--- src/rtl/irq_arb_pkg.sv ---
package irq_arb_pkg;

    typedef enum logic [1:0] {
        PRIV_U   = 2'd0,
        PRIV_S   = 2'd1,
        PRIV_RSV = 2'd2,
        PRIV_M   = 2'd3
    } priv_e;

    typedef struct packed {
        priv_e priv;
        logic  virt;
        logic  m_ie;
        logic  s_ie;
    } hart_ctx_t;

    typedef enum logic [1:0] {
        TIER_NONE = 2'd0,
        TIER_M    = 2'd1,
        TIER_HS   = 2'd2,
        TIER_VS   = 2'd3
    } tier_e;

    localparam int CUSTOM_LSB = 14;
    localparam int STD_N      = 10;

    // Standard line occupying a given rank, rank 0 is the strongest.
    function automatic int std_line(input int rank);
        case (rank)
            0:       return 11;
            1:       return 3;
            2:       return 7;
            3:       return 9;
            4:       return 1;
            5:       return 5;
            6:       return 13;
            7:       return 10;
            8:       return 2;
            default: return 6;
        endcase
    endfunction

    function automatic logic is_ranked(input int line);
        case (line)
            1, 2, 3, 5, 6, 7, 9, 10, 11, 13: return 1'b1;
            default:                          return 1'b0;
        endcase
    endfunction

endpackage

--- src/rtl/irq_tier_sel.sv ---
module irq_tier_sel
    import irq_arb_pkg::*;
#(
    parameter int IRQ_W = 16
) (
    input  logic [IRQ_W-1:0] act_i,
    input  logic [IRQ_W-1:0] mdeleg_i,
    input  logic [IRQ_W-1:0] gdeleg_i,
    input  hart_ctx_t        ctx_i,
    output logic [IRQ_W-1:0] cand_o,
    output tier_e            tier_o
);
    logic m_on, hs_on, vs_on;
    logic [IRQ_W-1:0] m_en, hs_en, vs_en;

    always_comb begin
        m_on  = (ctx_i.priv != PRIV_M) || ctx_i.m_ie;
        hs_on = ctx_i.virt || (ctx_i.priv == PRIV_U) ||
                ((ctx_i.priv == PRIV_S) && ctx_i.s_ie);
        vs_on = ctx_i.virt && ((ctx_i.priv == PRIV_U) ||
                ((ctx_i.priv == PRIV_S) && ctx_i.s_ie));

        m_en  = act_i & ~mdeleg_i & {IRQ_W{m_on}};
        hs_en = act_i & mdeleg_i & ~gdeleg_i & {IRQ_W{hs_on}};
        vs_en = act_i & gdeleg_i & {IRQ_W{vs_on}};

        if (|m_en) begin
            cand_o = m_en;
            tier_o = TIER_M;
        end else if (|hs_en) begin
            cand_o = hs_en;
            tier_o = TIER_HS;
        end else if (|vs_en) begin
            cand_o = vs_en;
            tier_o = TIER_VS;
        end else begin
            cand_o = '0;
            tier_o = TIER_NONE;
        end
    end
endmodule

--- src/rtl/irq_prio_pick.sv ---
module irq_prio_pick
    import irq_arb_pkg::*;
#(
    parameter int IRQ_W = 16,
    parameter int IDX_W = $clog2(IRQ_W)
) (
    input  logic [IRQ_W-1:0] cand_i,
    output logic             valid_o,
    output logic [IDX_W-1:0] idx_o
);
    // Later loops override earlier ones, so the strongest class is last.
    always_comb begin
        idx_o   = '0;
        valid_o = |cand_i;
        for (int i = CUSTOM_LSB - 1; i >= 0; i--) begin
            if (i < IRQ_W && !is_ranked(i) && cand_i[i])
                idx_o = IDX_W'(i);
        end
        for (int r = STD_N - 1; r >= 0; r--) begin
            if (std_line(r) < IRQ_W && cand_i[std_line(r)])
                idx_o = IDX_W'(std_line(r));
        end
        for (int i = IRQ_W - 1; i >= CUSTOM_LSB; i--) begin
            if (cand_i[i])
                idx_o = IDX_W'(i);
        end
    end
endmodule

--- src/rtl/irq_arbiter.sv ---
module irq_arbiter
    import irq_arb_pkg::*;
#(
    parameter int IRQ_W   = 16,
    parameter int CAUSE_W = 32
) (
    input  logic               clk,
    input  logic               rst,
    input  logic [IRQ_W-1:0]   pend_i,
    input  logic [IRQ_W-1:0]   en_i,
    input  logic [IRQ_W-1:0]   mdeleg_i,
    input  logic [IRQ_W-1:0]   gdeleg_i,
    input  logic [1:0]         priv_i,
    input  logic               virt_i,
    input  logic               m_ie_i,
    input  logic               s_ie_i,
    input  logic               nmi_en_i,
    input  logic               dbg_i,
    output logic               take_o,
    output logic [CAUSE_W-1:0] cause_o,
    output logic               wake_o
);
    localparam int IDX_W = $clog2(IRQ_W);
    localparam int PAD_W = CAUSE_W - 1 - IDX_W;

    hart_ctx_t        ctx;
    logic [IRQ_W-1:0] cand;
    tier_e            tier;
    logic             pick_valid;
    logic [IDX_W-1:0] pick_idx;
    logic             take_d;

    always_comb begin
        ctx.priv = priv_e'(priv_i);
        ctx.virt = virt_i;
        ctx.m_ie = m_ie_i;
        ctx.s_ie = s_ie_i;
    end

    irq_tier_sel #(.IRQ_W(IRQ_W)) u_tier (
        .act_i    (pend_i & en_i),
        .mdeleg_i (mdeleg_i),
        .gdeleg_i (gdeleg_i),
        .ctx_i    (ctx),
        .cand_o   (cand),
        .tier_o   (tier)
    );

    irq_prio_pick #(.IRQ_W(IRQ_W), .IDX_W(IDX_W)) u_pick (
        .cand_i  (cand),
        .valid_o (pick_valid),
        .idx_o   (pick_idx)
    );

    assign take_d = pick_valid && (tier != TIER_NONE) && nmi_en_i && !dbg_i;

    always_ff @(posedge clk) begin
        if (rst) begin
            take_o  <= 1'b0;
            cause_o <= '0;
            wake_o  <= 1'b0;
        end else begin
            take_o  <= take_d;
            cause_o <= take_d ? {1'b1, {PAD_W{1'b0}}, pick_idx} : '0;
            wake_o  <= |pend_i;
        end
    end
endmodule

--- config.mk ---
export PLATFORM = sky130hd
export DESIGN_NAME = irq_arbiter
export DESIGN_NICKNAME = d
export VERILOG_FILES = /design/src/rtl/irq_arb_pkg.sv /design/src/rtl/irq_tier_sel.sv /design/src/rtl/irq_prio_pick.sv /design/src/rtl/irq_arbiter.sv
export SDC_FILE = /design/constraint.sdc
export NUM_CORES = 1
export LEC_CHECK = 0
export BUFFER_PORTS_ARGS = -buffer_cell sky130_fd_sc_hd__buf_2
export CAP_MARGIN = 20
export CORE_AREA = 3 3 78 62
export CTS_BUF_LIST = sky130_fd_sc_hd__clkbuf_8
export CTS_CLUSTER_SIZE = 10
export DETAILED_ROUTE_END_ITERATION = 8
export DIE_AREA = 0 0 81 65
export GPL_TIMING_DRIVEN = 0
export PLACE_DENSITY_LB_ADDON = 0.15
export SYNTH_ARGS = -nofsm -noshare
export SYNTH_HDL_FRONTEND = slang
export SYNTH_SLANG_ARGS = --single-unit
--- constraint.sdc ---
create_clock -name clk -period 3.9 [get_ports clk]
set_input_delay 0.975 -clock clk [delete_from_list [all_inputs] [get_ports clk]]
set_output_delay 0.975 -clock clk [all_outputs]
set_load 0.005 [all_outputs]
After elaboration in Yosys (flattened, before gate mapping)
Index checks and enable logic that the tools add are counted.
{"block": "op_classes", "multipliers": 0, "n_reduce_logical": 19, "magnitude_cmp": 0, "shift": 0, "n_bitwise": 11, "div_mod_pow": 0, "n_eq_ne": 2, "addsub": 0, "n_mux": 23}
{"op": "$and 16x16->16", "n": 8}
{"op": "$reduce_or 16->1", "n": 5}
{"op": "$mux 4", "n": 16}
{"op": "$mux 16", "n": 3}
{"op": "$mux 32", "n": 1}
{"op": "$not 16->16", "n": 2}
{"op": "$mux 2", "n": 3}
{"op": "$logic_and 1x1->1", "n": 5}
{"op": "$logic_or 1x1->1", "n": 4}
{"op": "$reduce_or 3->1", "n": 1}
{"op": "$eq 2x1->1 const B", "n": 1}
{"op": "$logic_not 2->1", "n": 1}
{"op": "$ne 2x2->1 const B", "n": 1}
{"op": "$reduce_bool 2->1", "n": 1}
{"op": "$reduce_or 2->1", "n": 1}
{"op": "$logic_not 1->1", "n": 1}
{"op": "$not 1->1", "n": 1}
{"block": "totals", "reg_bits": 34, "n_memories": 0, "ram_bits": 0, "romBits": 0, "latchBits": 0, "out_inout_bits": 34, "inputBits": 73}

Logic depth before layout (Yosys ltp)
Gate-level depths: netlist of run 1.
{"block": "depth", "ltp_word": 26, "mapped_depth": 10}

Modules after synthesis
A second synthesis of run 1 with hierarchy kept.
{"block": "unflattened", "cells_unflattened": 236, "area_unflattened_um2": 1661.6}
{"module": "irq_tier_sel", "cells_per_inst": 145, "area_each_um2": 965.9, "instances": 1}
{"module": "irq_arbiter", "cells_per_inst": 63, "area_each_um2": 533.0, "instances": 1}
{"module": "irq_prio_pick", "cells_per_inst": 28, "area_each_um2": 162.7, "instances": 1}

Least setup slack after synthesis of run 1
OpenSTA, ideal clock, no wires.
{"block": "synth_path", "kind": "input to register", "startpoint": "input mdeleg_i[14]", "endpoint": "register cause_o[2]", "n_path_buf": 0, "path_slack_ns": 0.720, "arrival_time_ns": 3.122, "path_stages": 9, "required_ns": 3.842, "path_cell_list": "nand3b_1 > nand4_1 > or4_4 > a2111oi_4 > a32oi_1 > a221o_1 > a221oi_2 > o21a_1 > o211a_1"}
{"block": "synth_between", "elab_chain_len": 22}
{"element": "start: declaration", "line": "irq_arbiter.sv:11", "rtl": "input logic [IRQ_W-1:0] mdeleg_i,"}
{"element": "$and 16x16->16 (3 in a row)", "line": "irq_tier_sel.sv:24", "rtl": "hs_en = act_i & mdeleg_i & ~gdeleg_i & {IRQ_W{hs_on}};"}
{"element": "$reduce_or 16->1", "line": "irq_tier_sel.sv:30", "rtl": "end else if (|hs_en) begin"}
{"element": "$mux 16", "line": "irq_tier_sel.sv:30"}
{"element": "$mux 16", "line": "irq_tier_sel.sv:27", "rtl": "if (|m_en) begin"}
{"element": "$mux 4 (4 in a row)", "line": "irq_prio_pick.sv:16", "rtl": "if (i < IRQ_W && !is_ranked(i) && cand_i[i])"}
{"element": "$mux 4 (10 in a row)", "line": "irq_prio_pick.sv:20", "rtl": "if (std_line(r) < IRQ_W && cand_i[std_line(r)])"}
{"element": "$mux 4 (2 in a row)", "line": "irq_prio_pick.sv:24", "rtl": "if (cand_i[i])"}
{"element": "end signal: assignment", "line": "irq_arbiter.sv:64", "rtl": "cause_o <= take_d ? {1'b1, {PAD_W{1'b0}}, pick_idx} : '0;"}
{"element": "end: declaration", "line": "irq_arbiter.sv:20", "rtl": "output logic [CAUSE_W-1:0] cause_o,"}
Several ways; a longest one is shown, not always the timed one.
A chain may end at the register's enable or synchronous reset.

Final worst setup path of run 1
{"block": "layout_path", "startpoint": "input pend_i[0]", "endpoint": "register cause_o[1]"}
{"block": "layout_between", "elab_chain_len": 22}
{"element": "start: declaration", "line": "irq_arbiter.sv:9", "rtl": "input logic [IRQ_W-1:0] pend_i,"}
{"element": "$and 16x16->16 (*)", "line": "irq_arbiter.sv:41", "rtl": ".act_i (pend_i & en_i),"}
{"element": "$and 16x16->16 (on tied branches) (2 in a row)", "line": "irq_tier_sel.sv:25, irq_tier_sel.sv:24"}
{"element": "$reduce_or 16->1 / $and 16x16->16 (equally long branches)", "line": "irq_tier_sel.sv:33, irq_tier_sel.sv:24"}
{"element": "$mux 16 / $reduce_or 16->1 (equally long branches)", "line": "irq_tier_sel.sv:33, irq_tier_sel.sv:30"}
{"element": "$mux 16", "line": "irq_tier_sel.sv:30"}
{"element": "$mux 16", "line": "irq_tier_sel.sv:27"}
{"element": "$mux 4 (3 in a row)", "line": "irq_prio_pick.sv:16"}
{"element": "$mux 4 (10 in a row)", "line": "irq_prio_pick.sv:20"}
{"element": "$mux 4 (2 in a row)", "line": "irq_prio_pick.sv:24"}
Every way passes the cells marked *; elsewhere a longest branch is shown, timed or not.

==> results of run 1 <==
[worst max-delay path, delay by kind of cell]
kind                   cells  cell delay [ns]
AOI/OAI and AO/OA          4             1.37
buffers and inverters      2             0.36
and+or+nand+nor            5             1.08
[where the power goes]
group / switching [W] / internal (W)
logic: 0.000125 / 0.000103
registers: 0.000000671 / 0.0000647
clock network: 0.0000325 / 0.0000668
[logic make-up after synthesis]
group,after synthesis,share of synthesized area (%)
AO/OA/AOI/OAI,67,32.7
buffers and inverters,32,13.9
flip-flops,6,7.38
multiplexers,1,0.692
other,1,0.230
AND/OR/NAND/NOR,124,45.1
[metrics by stage]
step / std cells / utilization [%] / area [µm²]
2_1_floorplan: 257 / - / 1730
3_3_place_gp: 391 / 54.0 / 2190
3_5_place_dp: 391 / 54.0 / 2190
4_1_cts: 394 / 55.0 / 2230
5_1_grt: 395 / 55.2 / 2240
6_report: 395 / 55.2 / 2240
[Yosys cell counts, types with 5 or more instances]
cell / count
a21oi_1: 11
and4b_1: 5
buf_4: 28
dfxtp_1: 6
nand2_1: 24
nand3_1: 19
nand3b_1: 15
nand4_1: 5
nand4b_1: 8
nor2_1: 14
nor2b_1: 6
nor4_1: 5
o211ai_1: 5
o21ai_0: 9
[sequential cells by signal (all words and copies together), names as in the netlist]
name and flops:
cause_o 5, wake_o 1
[layout make-up]
type / count / area [µm²]
Clock buffer: 3 / 41.3
Buffer: 32 / 226
Timing Repair Buffer: 80 / 400
Tap cell: 55 / 68.8
Fill cell: 429 / 1820
Sequential cell: 6 / 120
Multi-Input combinational cell: 219 / 1380
[layer usage]
| layer | track usage [%] | up-vias | share of wire, % |
|---|---|---|---|
| li1 | - | 1085 | - |
| met1 | 34.3 | 983 | 46 |
| met2 | 34.8 | 130 | 44 |
| met3 | 5.28 | 0 | 10 |
| met4 | 3.16 | 0 | 0 |
| met5 | 0 | - | 0 |
[worst min-delay path by stage]
stage	to	cells after the start
2_1_floorplan	wake_o$_SDFF_PP0_	1
3_3_place_gp	wake_o$_SDFF_PP0_	2
3_5_place_dp	wake_o$_SDFF_PP0_	2
4_1_cts	wake_o$_SDFF_PP0_	2
5_1_grt	wake_o$_SDFF_PP0_	2
6_report	wake_o$_SDFF_PP0_	2
==> summary.md, run 1 <==
| Metric | Value |
|---|---|
| Status | `completed` |
| Crit-path max cell delay | `0.68 ns` |
| Fmax | `272 MHz` |
| Setup crit start kind | `primary input` |
| Netlist Area Pre-Place | `around 1600 µm²` |
| GPL Wtd Cong | `~0.93` |
| Detailed Route Iter0 Violations | `150` |
| Final net count | `415` |
| Post-CTS Setup Bufs | `0` |
| DRC | `0` |
| Post-CTS Hold Fix Bufs | `0` |
| CTS Root Cell | `clkbuf_8` |
| IO Pins | `107` |
| Critical Path, Cell by Cell | `buf_2 -> nand2_1 -> o2111ai_1 -> or4_4 -> buf_2 -> nand2_2 -> a311oi_1 -> o211ai_1 -> nor3_1 -> a31oi_4 -> and2_1` |
| Critical path required time | `4.02 ns` |
| Dpl ws | `-0.144 ns` |
| Slew HR | `between 40% and 50%` |
| CTS clock-pin slew for the worst setup and hold paths | `0.04 ns` |
| Post-Syn Instances | `231` |
| GRT Overall Usage | `23.3%` |
| Post-cts sizing count | `0` |
| CTS tree | `built` |
| Worst EP arrival | `approximately 3.8 ns` |
| I/O Buffers | `79` |
| Post-synth EDFFs | `0` |
| Synthesized area per cell | `~7.0 µm²` |
| Ranking of synthesized cells by area | `buf_4 13%, dfxtp_1 7.4%, nand3b_1 6.9%, nand3_1 5.8%, nand2_1 5.5%` |
| Final WL | `roughly 6300 µm` |
| Post-synthesis sequential area ratio | `7.38%` |
| Crit. Startpoint | `pend_i[0]` |
| DR vias | `roughly 2200` |
| Routed Antenna Nets | `0` |
| Unique masters post-synth | `58` |
| Slew Limit Fails | `0` |
| Commonest cells after routing, fill and taps aside | `80 x buf_2, 28 x buf_4, 27 x conb_1, 24 x nand2_1, 19 x nand3_1` |
| Clk sinks | `6` |
| Synth warnings | `0` |
| Final worst slack | `0.221 ns` |
| Share of post-route cells with drive strength above 1 | `35.9%` |
| CP Capture Type | `flip-flop` |
| Most common cell after layout, fill and taps aside | `buf_2` |
| DR pass1 iterations | `5` |
| Critical Path Sink | `cause_o[1]$_SDFF_PP0_` |
| Final setup vio count | `0` |
| Vias in the first global route | `1876` |
| Synth Register Bits | `6` |
| Total core area | `4050 µm²` |
| Initial antenna violation count | `0` |
| Worst min path class | `in2reg` |
| First-pass GRT wire length | `9480 µm` |
| Area Growth Syn to Fin | `37.4%` |
| Final Hold Fails | `0` |
| Bufs on Longest Clock Path | `2` |
| Min Hold Slack | `0.942 ns` |
| Max-cap viol count | `0` |
| Worst Max-Slew Pin Slew | `0.755 ns` |
| Worst Hold Launch | `rst` |
| Final TNS setup | `0 ns` |
| Initial core utilization | `about two fifths` |
| Pwr per Cell Area | `175 nW/µm²` |
| Asr flop ratio synth | `0%` |
| Top FF cell, synth | `dfxtp_1` |
| P_leak | `1.09 nW` |
| Max VDD drop | `104 µV` |
| Yosys top cell by area | `buf_4` |
| Clock buffer count from CTS | `3` |
| Die Y-Extent | `65 µm` |
| H-tree depth | `1` |
| Total grt overflow | `0` |
| Crit Path Max Fanout | `10` |
| Top cell type's share of synthesized area | `12.9%` |
| Power, Total | `0.000392 W` |
| HPWL Detailed | `5380 µm` |
| Die X | `about 81 µm` |
| Vias per std cell | `roughly 5.6` |
| Largest net degree at the start of global routing | `11` |
| RSZ-0062 raised after global routing | `no` |
| Row count | `20` |
| Routed wire per std cell | `15.9 µm` |
| Final min period | `~3.7 ns` |
| Die area | `5270 µm²` |
| Most used cell, CP | `buf_2` |
| Final antenna diode count | `0` |
| Fin crit share | `94.3%` |
| Critical path type | `in2reg` |
| Crit-path slowest cell | `a311oi_1` |
Power figures use the tool's default switching activity.
==> run 2: changes to the inputs <==
--- a/config.mk
+++ b/config.mk
@@ -7,12 +7,13 @@
 export LEC_CHECK = 0
 export BUFFER_PORTS_ARGS = -buffer_cell sky130_fd_sc_hd__buf_2
 export CAP_MARGIN = 20
-export CORE_AREA = 3 3 78 62
+export CORE_AREA = 3 3 68 70
 export CTS_BUF_LIST = sky130_fd_sc_hd__clkbuf_8
 export CTS_CLUSTER_SIZE = 10
 export DETAILED_ROUTE_END_ITERATION = 8
-export DIE_AREA = 0 0 81 65
+export DIE_AREA = 0 0 71 73
 export GPL_TIMING_DRIVEN = 0
+export HOLD_SLACK_MARGIN = 0.05
 export PLACE_DENSITY_LB_ADDON = 0.15
 export SYNTH_ARGS = -nofsm -noshare
 export SYNTH_HDL_FRONTEND = slang
==> constraint.sdc (replaced) <==
create_clock -name clk -period 3.8 [get_ports clk]
set_input_delay 0.95 -clock clk [delete_from_list [all_inputs] [get_ports clk]]
set_output_delay 0.95 -clock clk [all_outputs]
set_load 0.005 [all_outputs]
==> run 2 against run 1 <==
  * Wire length fell by 3.0%
  * Cell count fell by 1.3%
  * Global-route usage fell by 0.94 points
  * Power rose by 0.33%
  * Via count rose by 0.82%
  * Critical path depth did not move
  * Count of clock-buffer cells in the layout did not move
  * Highest routed layer is now met4
==> summary.md, run 2 (synthesis results as in run 1) <==
| Metric | Value |
|---|---|
| CTS clock-pin slew for the worst setup and hold paths | `0.04 ns` |
| Post-CTS Setup Bufs | `0` |
| Crit-path slowest cell | `a311oi_1` |
| CTS Root Cell | `clkbuf_8` |
| First-pass GRT wire length | `between 9000 and 10000 µm` |
| Final worst slack | `0.173 ns` |
| Worst Max-Slew Pin Slew | `0.665 ns` |
| Switching share of total power | `about two fifths` |
| RSZ-0062 raised after global routing | `no` |
| Post-cts sizing count | `0` |
| Critical path type | `in2reg` |
| Post-CTS Hold Fix Bufs | `0` |
| Fmax | `276 MHz` |
| Crit Path Max Fanout | `7` |
| Sequential power share | `17.1%` |
| H-tree depth | `1` |
| Area Growth Syn to Fin | `37.0%` |
| Max VDD drop | `96.0 µV` |
| Initial core utilization | `40.4%` |
| Status | `completed` |
| Final min period | `approximately 3.6 ns` |
| Final Hold Fails | `0` |
| Detailed Route Iter0 Violations | `135` |
| Bufs on Longest Clock Path | `2` |
| Delay-heaviest family, CP | `simple AND/OR/NAND/NOR gates` |
| Worst min path class | `in2reg` |
| Commonest cells after routing, fill and taps aside | `81 x buf_2, 28 x buf_4, 27 x conb_1, 24 x nand2_1, 19 x nand3_1` |
| Clk sinks | `6` |
| HPWL Detailed | `5150 µm` |
| Final antenna diode count | `0` |
| Share of post-route cells with drive strength above 1 | `35.9%` |
| Most common cell after layout, fill and taps aside | `buf_2` |
| Hold endpoint | `wake_o$_SDFF_PP0_` |
| I/O Buffers | `79` |
| Fill cell count | `between 400 and 500` |
| Critical path required time | `a little under 4 ns` |
| IO Pins | `107` |
| Slew Limit Fails | `0` |
| Clock buffer count from CTS | `3` |
| Slew HR | `55.7%` |
| Final setup vio count | `0` |
| Switching Power | `0.000153 W` |
| Vias in the first global route | `a little over 2000` |
| CTS tree | `built` |
| Crit-path max cell delay | `0.53 ns` |
| Pwr per Cell Area | `between 150 and 200 nW/µm²` |
| Max-cap viol count | `0` |
| Worst EP arrival | `3.74 ns` |
| Worst Hold Launch | `rst` |
| Final TNS setup | `0 ns` |
| Total core area | `4030 µm²` |
| Power, Total | `0.000394 W` |
| Routed Antenna Nets | `0` |
| CP Capture Type | `flip-flop` |
| Initial antenna violation count | `0` |
| Dpl ws | `-0.205 ns` |
| Vias per std cell | `5.68` |
| Die Y-Extent | `approximately 73 µm` |
| Total grt overflow | `0` |
| Row count | `23` |
| Die X | `71 µm` |
| Worst hold path stage count | `2` |
| Buf+Inv Stages, Crit Path | `2` |
| P_leak | `between 1 and 1.5 nW` |
| Die area | `between 5000 and 6000 µm²` |
| Stages on the worst setup path | `11` |
| Setup crit start kind | `primary input` |
| Max FFs per register | `5` |
| Final net count | `415` |
| Largest Register | `cause_o` |
| GPL Wtd Cong | `0.945` |
| Critical Path, Cell by Cell | `buf_2 -> and3_1 -> nand4b_1 -> nor4_2 -> nor3_1 -> buf_2 -> a311oi_1 -> o211ai_1 -> nor3_1 -> a31oi_4 -> and2_1` |
| Biggest regs | `cause_o x5, wake_o x1` |
| DR pass1 iterations | `5` |
| Final WL | `6100 µm` |
| Routed wire per std cell | `about 16 µm` |
| Internal power | `0.000240 W` |
| Clock share of power | `23.9%` |
| GRT Overall Usage | `22.3%` |
| DRC | `0` |
| Largest net degree at the start of global routing | `11` |
| DR vias | `2216` |
| Fin crit share | `95.4%` |
| Comb power frac | `59.0%` |
[run 2: changes by cell type in the layout (fill, tap and decap cells not counted)]
| cell | delta |
|---|---|
| clkbuf_2 | -1 |
| buf_2 | +1 |
[run 2: how the worst max path moves through the flow]
stage / to / slack (ns) / start
floorplan: cause_o[2]$_SDFF_PP0_ / 0.65 / mdeleg_i[14]
global placement: cause_o[0]$_SDFF_PP0_ / -0.09 / pend_i[13]
detailed placement: cause_o[0]$_SDFF_PP0_ / -0.21 / pend_i[13]
CTS: cause_o[0]$_SDFF_PP0_ / 0.02 / pend_i[13]
global route: cause_o[1]$_SDFF_PP0_ / 0.01 / pend_i[12]
finish: cause_o[1]$_SDFF_PP0_ / 0.17 / pend_i[12]
[run 2: routing by layer]
metal	part of all wire, %	global-route usage [%]	routed length [µm]
met5	0	0	0
met4	1.1	3.76	67
met3	13	5.10	801
met2	45	38.4	2750
met1	41	28.9	2480
[run 2: power by group through the flow]
stage / logic, W / clock network [W] / registers (W)
final: 0.000232 / 0.0000943 / 0.0000673
after global routing: 0.000254 / 0.000101 / 0.0000674
after CTS: 0.000227 / 0.0000964 / 0.0000673
after detailed placement: 0.000226 / 0 / 0.0000683
after global placement: 0.000224 / 0 / 0.0000681
after floorplan: 0.000137 / 0 / 0.0000688
[run 2: layout make-up]
cell class,count,area (µm²),area share [%]
Tap cell,50,62.6,2.81
Sequential cell,6,120,5.39
Buffer,32,226,10.2
Timing Repair Buffer,80,400,18.0
Clock buffer,3,41.3,1.85
Multi-Input combinational cell,219,1380,61.8
[run 2: through the flow]
step                hold WS (ns)  utilization (%)  std cells  cell area (µm²)
floorplan                   1.02                -        257             1730
finish                     0.904             55.3        390             2230
detailed placement          1.14             54.2        386             2180
global route               0.909             55.3        390             2230
CTS                        0.903             55.2        389             2220
global placement            1.14             54.2        386             2180
==> run 3: changes to the inputs <==
--- a/config.mk
+++ b/config.mk
@@ -14,7 +14,7 @@
 export DIE_AREA = 0 0 71 73
 export GPL_TIMING_DRIVEN = 0
 export HOLD_SLACK_MARGIN = 0.05
-export PLACE_DENSITY_LB_ADDON = 0.15
+export PLACE_DENSITY = 0.82
 export SYNTH_ARGS = -nofsm -noshare
 export SYNTH_HDL_FRONTEND = slang
 export SYNTH_SLANG_ARGS = --single-unit
==> run 3 against run 2 <==
  * Setup slack gained 0.010 ns
  * Sequential power is essentially flat
  * Flip-flop and latch count is the same
  * Hold slack gained 0.027 ns
  * Critical path depth is the same
  * Highest routed layer unchanged
==> summary.md, run 3 (synthesis results as in run 1) <==
| Metric | Value |
|---|---|
| IO Pins | `~110` |
| Clock buffer count from CTS | `3` |
| I/O Buffers | `79` |
| CP Capture Type | `flip-flop` |
| Die X | `71 µm` |
| DR pass1 iterations | `4` |
| Finished Layout Cells | `390` |
| Die area | `5180 µm²` |
| Biggest regs | `cause_o x5, wake_o x1` |
| Critical path type | `in2reg` |
| Vias in the first global route | `between 2000 and 2500` |
| DRC | `0` |
| Power, Total | `0.000402 W` |
| Total core area | `4030 µm²` |
| Slew HR | `a little over half` |
| Largest Register | `cause_o` |
| Fmax | `277 MHz` |
| Worst Max-Slew Pin Slew | `0.681 ns` |
| Switching Power | `0.000161 W` |
| Final Hold Fails | `0` |
| Total grt overflow | `0` |
| Final setup vio count | `0` |
| Final WL | `6320 µm` |
| Dpl cells | `~390` |
| Initial core utilization | `40.4%` |
| Max-cap viol count | `0` |
| Final antenna diode count | `0` |
| Final net count | `415` |
| Vias per std cell | `roughly 5.7` |
| CTS Root Cell | `clkbuf_8` |
| Initial antenna violation count | `0` |
| GPL Wtd Cong | `0.932` |
| Largest net degree at the start of global routing | `11` |
| Detailed Route Iter0 Violations | `131` |
| Routed Antenna Nets | `0` |
| Final Util | `between 50% and 60%` |
| Worst EP arrival | `3.74 ns` |
| Dpl ws | `-0.197 ns` |
| Worst min path class | `in2reg` |
| Clock share of power | `24.8%` |
| Critical path required time | `3.92 ns` |
| CTS tree | `built` |
| Sequential power share | `16.7%` |
| Max VDD drop | `88.4 µV` |
| Status | `completed` |
| DR vias | `2211` |
| Row count | `23` |
| Fin crit share | `95.2%` |
| Post-CTS Hold Fix Bufs | `0` |
| Comb power frac | `between 50% and 60%` |
| Routed wire per std cell | `16.2 µm` |
| HPWL Detailed | `5380 µm` |
| Pwr per Cell Area | `180 nW/µm²` |
| Internal power | `0.000241 W` |
| Final min period | `3.62 ns` |
| P_leak | `1.09 nW` |
| Most common cell after layout, fill and taps aside | `buf_2` |
| First-pass GRT wire length | `9480 µm` |
| Slew Limit Fails | `0` |
| Final worst slack | `0.183 ns` |
| CTS clock-pin slew for the worst setup and hold paths | `0.04 ns` |
| H-tree depth | `1` |
| Max FFs per register | `5` |
| GRT Overall Usage | `23.0%` |
| Die Y-Extent | `about 73 µm` |
| Share of post-route cells with drive strength above 1 | `approximately 36%` |
| Bufs on Longest Clock Path | `2` |
| Setup crit start kind | `primary input` |
| RSZ-0062 raised after global routing | `no` |
| Commonest cells after routing, fill and taps aside | `81 x buf_2, 28 x buf_4, 27 x conb_1, 24 x nand2_1, 19 x nand3_1` |
| Area Growth Syn to Fin | `37.4%` |
| Switching share of total power | `roughly two fifths` |
| Clk sinks | `6` |
| Crit Path Max Fanout | `7` |
[run 3: cell counts in the layout (fill, tap and decap cells not counted)]
Identical to the previous run, type by type.
[run 3: worst max-delay path, stage by stage]
cell and delay (ns):
buf_2 0.13, and3_1 0.18, nand4b_1 0.28, nor4_2 0.45, nor3_1 0.17, buf_2 0.21, a211oi_1 0.45, o211ai_1 0.16
nor3_1 0.39, a31oi_4 0.18, and2_1 0.18
[run 3: per-layer routing]
metal | GRT usage [%] | wire [µm]
met1 | 27.7 | 2480
met5 | 0 | 0
met3 | 5.10 | 695
met2 | 40.8 | 3010
met4 | 6.68 | 135
[run 3: path summary, 6_finish.rpt]
| path | startpoint | end | slack (ns) | cells past startpoint |
|---|---|---|---|---|
| hold / removal | rst | wake_o$_SDFF_PP0_ | 0.93 | 2 |
| setup / recovery | pend_i[12] | cause_o[1]$_SDFF_PP0_ | 0.18 | 11 |
[run 3: metrics by stage]
stage	instance area, µm²	TNS (ns)	hold slack, ns
after floorplan	1730	0	1.02
after global placement	2180	-0.427	1.17
after detailed placement	2180	-0.680	1.16
after CTS	2220	0	0.927
after global routing	2240	0	0.942
final	2240	0	0.931
[run 3: power by group through the flow]
| stage | combinational (W) | sequential (W) | clock [W] |
|---|---|---|---|
| floorplan | 0.000137 | 0.0000688 | 0 |
| global placement | 0.000224 | 0.0000681 | 0 |
| detailed placement | 0.000227 | 0.0000683 | 0 |
| CTS | 0.000228 | 0.0000673 | 0.0000990 |
| global route | 0.000255 | 0.0000675 | 0.000103 |
| finish | 0.000235 | 0.0000673 | 0.000100 |
[run 3: area by class of cell]
class	count	area (µm²)
Multi-Input combinational cell	219	1390
Timing Repair Buffer	80	400
Buffer	32	226
Clock buffer	3	41.3
Fill cell	417	1790
Tap cell	50	62.6
Sequential cell	6	120
[run 3: repair_timing]
item                       in CTS  in global routing
setup endpoints to repair       0                  4
gates resized for setup         0                  1
buffers inserted                0                  0
